File: config.mk
export PLATFORM = sky130hd
export DESIGN_NAME = ecc_synd_logger
export DESIGN_NICKNAME = d
export VERILOG_FILES = /design/src/rtl/ecc_log_pkg.sv /design/src/rtl/ecc_pair_select.sv /design/src/rtl/ecc_log_slot.sv /design/src/rtl/ecc_synd_logger.sv
export SDC_FILE = /design/constraint.sdc
export NUM_CORES = 1
export LEC_CHECK = 0
export CORE_MARGIN = 4
export CORE_UTILIZATION = 46
export CTS_BUF_LIST = sky130_fd_sc_hd__clkbuf_4 sky130_fd_sc_hd__clkbuf_8
export DETAILED_ROUTE_END_ITERATION = 8
export PLACE_DENSITY_LB_ADDON = 0.25
export SYNTH_ARGS = -nofsm -noshare
export SYNTH_HDL_FRONTEND = slang
export SYNTH_SLANG_ARGS = --single-unit
File: constraint.sdc
create_clock -name clk -period 5.4 [get_ports clk]
set_clock_uncertainty 0.1 [all_clocks]
set_input_delay 1.35 -clock clk [delete_from_list [all_inputs] [get_ports clk]]
set_output_delay 1.35 -clock clk [all_outputs]
set_load 0.01 [all_outputs]
File: src/rtl/ecc_log_pkg.sv
package ecc_log_pkg;
  localparam int unsigned DEF_SYND_W = 16;
  localparam int unsigned DEF_NPAIR  = 2;
endpackage

File: src/rtl/ecc_pair_select.sv
module ecc_pair_select #(
  parameter int unsigned SYND_W = ecc_log_pkg::DEF_SYND_W,
  parameter int unsigned NPAIR  = ecc_log_pkg::DEF_NPAIR,
  localparam int unsigned IDX_W = (NPAIR > 1) ? $clog2(NPAIR) : 1
) (
  input  logic [NPAIR-1:0]        vld,
  input  logic [NPAIR*SYND_W-1:0] synd,
  output logic                    hit,
  output logic [IDX_W-1:0]        sel_idx,
  output logic [SYND_W-1:0]       sel_synd
);
  // Scan from the highest pair down so the lowest qualifying pair wins.
  always_comb begin
    hit      = 1'b0;
    sel_idx  = '0;
    sel_synd = '0;
    for (int i = NPAIR - 1; i >= 0; i--) begin
      if (vld[i] && (synd[i*SYND_W +: SYND_W] != '0)) begin
        hit      = 1'b1;
        sel_idx  = IDX_W'(i);
        sel_synd = synd[i*SYND_W +: SYND_W];
      end
    end
  end
endmodule

File: src/rtl/ecc_log_slot.sv
module ecc_log_slot #(
  parameter int unsigned SYND_W = ecc_log_pkg::DEF_SYND_W,
  parameter int unsigned PID_W  = 2
) (
  input  logic              clk,
  input  logic              por_n,
  input  logic              cap,
  input  logic              clr,
  input  logic [SYND_W-1:0] synd_in,
  input  logic [PID_W-1:0]  pid_in,
  output logic              flag,
  output logic [SYND_W-1:0] synd,
  output logic [PID_W-1:0]  pid
);
  // Only power-on reset touches these registers.
  always_ff @(posedge clk or negedge por_n) begin
    if (!por_n) begin
      flag <= 1'b0;
      synd <= '0;
      pid  <= '0;
    end else if (cap) begin
      flag <= 1'b1;
      synd <= synd_in;
      pid  <= pid_in;
    end else if (clr) begin
      flag <= 1'b0;
    end
  end
endmodule

File: src/rtl/ecc_synd_logger.sv
module ecc_synd_logger #(
  parameter int unsigned SYND_W = ecc_log_pkg::DEF_SYND_W,
  parameter int unsigned NPAIR  = ecc_log_pkg::DEF_NPAIR,
  localparam int unsigned IDX_W = (NPAIR > 1) ? $clog2(NPAIR) : 1,
  localparam int unsigned PID_W = IDX_W + 1
) (
  input  logic                    clk,
  input  logic                    por_n,
  input  logic                    warm_rst_n,
  input  logic                    chk_valid,
  output logic                    chk_ready,
  input  logic                    chk_upper,
  input  logic [NPAIR-1:0]        pair_vld,
  input  logic [NPAIR*SYND_W-1:0] pair_synd,
  input  logic                    clr_first,
  input  logic                    clr_next,
  output logic                    first_flag,
  output logic                    next_flag,
  output logic [SYND_W-1:0]       first_synd,
  output logic [SYND_W-1:0]       next_synd,
  output logic [PID_W-1:0]        first_pair,
  output logic [PID_W-1:0]        next_pair
);
  logic              hit;
  logic [IDX_W-1:0]  sel_idx;
  logic [SYND_W-1:0] sel_synd;
  logic              evt, clr_f, clr_n, cap_f, cap_n;
  logic [PID_W-1:0]  pid;

  assign chk_ready = warm_rst_n;

  ecc_pair_select #(.SYND_W(SYND_W), .NPAIR(NPAIR)) sel_i (
    .vld(pair_vld), .synd(pair_synd),
    .hit(hit), .sel_idx(sel_idx), .sel_synd(sel_synd)
  );

  assign evt   = chk_valid && chk_ready && hit;
  assign clr_f = clr_first && warm_rst_n;
  assign clr_n = clr_next && warm_rst_n;
  assign pid   = {chk_upper, sel_idx};

  // A clear in the same cycle re-arms the slot for this beat.
  assign cap_f = evt && (!first_flag || clr_f);
  assign cap_n = evt && !cap_f && (!next_flag || clr_n);

  ecc_log_slot #(.SYND_W(SYND_W), .PID_W(PID_W)) first_i (
    .clk(clk), .por_n(por_n), .cap(cap_f), .clr(clr_f),
    .synd_in(sel_synd), .pid_in(pid),
    .flag(first_flag), .synd(first_synd), .pid(first_pair)
  );

  ecc_log_slot #(.SYND_W(SYND_W), .PID_W(PID_W)) next_i (
    .clk(clk), .por_n(por_n), .cap(cap_n), .clr(clr_n),
    .synd_in(sel_synd), .pid_in(pid),
    .flag(next_flag), .synd(next_synd), .pid(next_pair)
  );
endmodule

==> key figures <==
Global route
  – Global-route wire length before repair: 9120 microns
  – Remaining Overflow, GRT: 0
  – Vias in the first global route: 1,819
  – Initial antenna violation count: 0
  – Pin count of the biggest net entering global routing: 39
  – Aggregate global-route resource usage: 0.228

Timing
  – Final Worst Setup Slack: 1.49 ns
  – Relative slew slack: 0.329
  – Final setup viols: 0
  – Fin. Hold Viols: 0
  – RSZ-0062 raised after global routing: false
  – TNS Setup: 0 ns
  – Final min period: 3.92 ns
  – Max-slew violations: 0
  – Final Cycle Share: 0.725
  – Worst-Margin Slew: 1.01 ns
  – F_max: 255 MHz

Logic synthesis
  – Synth Area per Inst: 11.5 sq um
  – Top cells by area, synth: dfrtp_1 51%, a221o_1 17%, and3_1 5.7%, nor3_1 4.3%, inv_1 3.6%
  – #FFs+latches synth: 38
  – Warnings, synthesis: 0
  – Cell Area, Synth: 1880 sq um
  – Gate Count Post-Synth: 164
  – EDFF count, synth: 0
  – Area leader, netlist: dfrtp_1
  – Netlist cell types: 27
  – Async SR Flop Fraction: 1.00
  – Register area share after synthesis: 0.506
  – Area fraction of the dominant cell type after synthesis: 0.506
  – Top FF cell, synth: dfrtp_1
  – Syn Nets: 205
  – Most frequent cell after synthesis: dfrtp_1
  – Commonest cells in the netlist: 38 x dfrtp_1, 32 x a221o_1, 18 x inv_1

Routing
  – Antenna viol nets, final: 0
  – Wire per inst: 19.8 microns
  – Vias/cell: 6.20
  – Via count: 1,786
  – First DRT Iteration DRCs: 253
  – TritonRoute pass-1 iters: 5
  – Drt drc: 0
  – Post-Route WL: 5710 microns

Setup path
  – Worst path slowest cell: clkdlybuf4s50_1
  – WP buf/inv: 2
  – Crit end category: primary output
  – Critical path type: primary input to primary output
  – Cell Chain, Critical Path: clkdlybuf4s50_1 -> clkdlybuf4s50_1
  – Cell repeated most along the worst path: clkdlybuf4s50_1
  – Startpoint Class: primary input
  – Largest fanout on the critical path: 5
  – CP required: 3.95 ns
  – Max incr delay on CP: 0.57 ns
  – Data arrival, critical path: 2.46 ns
  – Crit path max-delay family: buffers and inverters

Clock tree
  – Clk pin slew, worst setup/hold paths: 0.07 ns
  – CTS tree: yes
  – Total CTS buffers: 5
  – Post-CTS repair timing setup buffer count: 0
  – H-Tree Depth: 2
  – Clock sink total: 38
  – Hold_buf cts: 0
  – Clock root cell: clkbuf_8
  – Post-CTS sizing: 0
  – Clk_lat worst skew: 0.29 ns
  – Clock Tree Buf Depth: 2

Power
  – Pwr/cell area: 338 nW/um^2
  – Leakage power: 1.24 nW
  – Peak VDD IR: 0.191 mV

Final layout
  – Layout cell share with drive strength beyond 1: 0.0792
  – Fill cells: 310
  – Final Instance Area: 2760 sq um
  – Diodes inserted: 0
  – Area grow syn2layout: 46.8%
  – Final net count: 280

Place
  – IO buf count: 79
  – DP Area: 2660 sq um
  – Hpwl dp: 3920 microns
  – RD Place Congestion: 0.890
  – Dpl ws: 1.32 ns

Floorplan
  – IO Count: 80
  – Core Area: 3800 sq um
  – DIE AREA: 5170 sq um
  – Starting Density: 0.494
  – Die height: 71.9 microns
  – Site row count: 22
  – Die width: 71.9 microns

Run status
  – Outcome: finished clean

Hold path
  – Hold crit path type: flip-flop to flip-flop

Run
  – Max-cap violations: 0
==> path summary, 6_finish.rpt <==
check | startpoint | slack [ns] | endpoint | depth (start not counted)
min | next_i.pid[1] | 0.40 | next_i.pid[1] | 1
min in group asynchronous | por_n | 1.06 | first_i.synd[4] | 1
max reg2reg | first_i.flag | 3.00 | next_i.synd[4] | 4
max | warm_rst_n | 1.49 | chk_ready | 2
max in group asynchronous | por_n | 3.62 | first_i.synd[10] | 1
min reg2reg | next_i.pid[1] | 0.40 | next_i.pid[1] | 1
==> cell families (layout without fill, tap and decap cells) <==
group / count (synthesis) / count (layout) / share of synthesized area
compound gates: 42 / 42 / 0.239
flops: 38 / 38 / 0.506
mux: 2 / 2 / 0.0120
simple gates: 51 / 51 / 0.162
buf+inv: 31 / 107 / 0.0806
==> layer usage <==
metal  track usage  up-vias  share of wire
li1              -      790              -
met4        0.0731        0          0.015
met1         0.298      892           0.40
met5             0        -              0
met3        0.0582        9          0.077
met2         0.372       95           0.51
==> stage by stage <==
stage	cells	total power, mW	hold WS (ns)	utilization
2_1_floorplan	164	0.521	0.424	-
3_3_place_gp	280	0.724	0.380	0.701
3_5_place_dp	280	0.729	0.384	0.701
4_1_cts	288	0.937	0.400	0.726
5_1_grt	288	0.975	0.423	0.726
6_report	288	0.932	0.396	0.726
==> area by class of cell <==
class                      instances  area (sq um)  area share
sequential                        38           951       0.345
timing repair buffer              81           801       0.291
multi-input combinational         95           782       0.284
clock buffer                       7          90.1      0.0327
inverter                          18          67.6      0.0245
tap                               48          60.1      0.0218
clock inverter                     1          5.00     0.00182
==> sequential cells by signal (all words and copies together), names as in the netlist <==
register,flops
first_i.flag,1
first_i.pid,2
first_i.synd,16
next_i.flag,1
next_i.pid,2
next_i.synd,16
==> power by group <==
group / internal [mW] / total [mW] / switching [mW]
Combinational: 0.204 / 0.328 / 0.124
Sequential: 0.355 / 0.401 / 0.0460
Clock: 0.108 / 0.203 / 0.0954
Total: 0.667 / 0.932 / 0.265
==> cell usage in the layout (no fill, tap or decap), drive strengths merged <==
master	Yosys	final
clkdlybuf4s50	0	78
dfrtp	38	38
a221o	32	32
inv	18	18
and3	17	17
nor3	17	17
clkbuf	5	7
nand2	5	5
nor4	4	4
or4	4	4
buf	8	3
nor2b	2	2
nor2	2	2
a21oi	2	2
mux2	2	2
o2111ai	1	1
o41a	1	1
a41oi	1	1
o21bai	1	1
o41ai	1	1
o22a	1	1
o21ai	1	1
o2bb2ai	1	1
clkinv	0	1
==> worst reg2reg max path, delay by kind of cell, from the launching register on <==
| kind | cells | cell delay [ns] |
|---|---|---|
| simple gates | 2 | 1.03 |
| compound gates | 2 | 0.84 |
| flops | 1 | 0.37 |
Power figures use the tool's default switching activity.
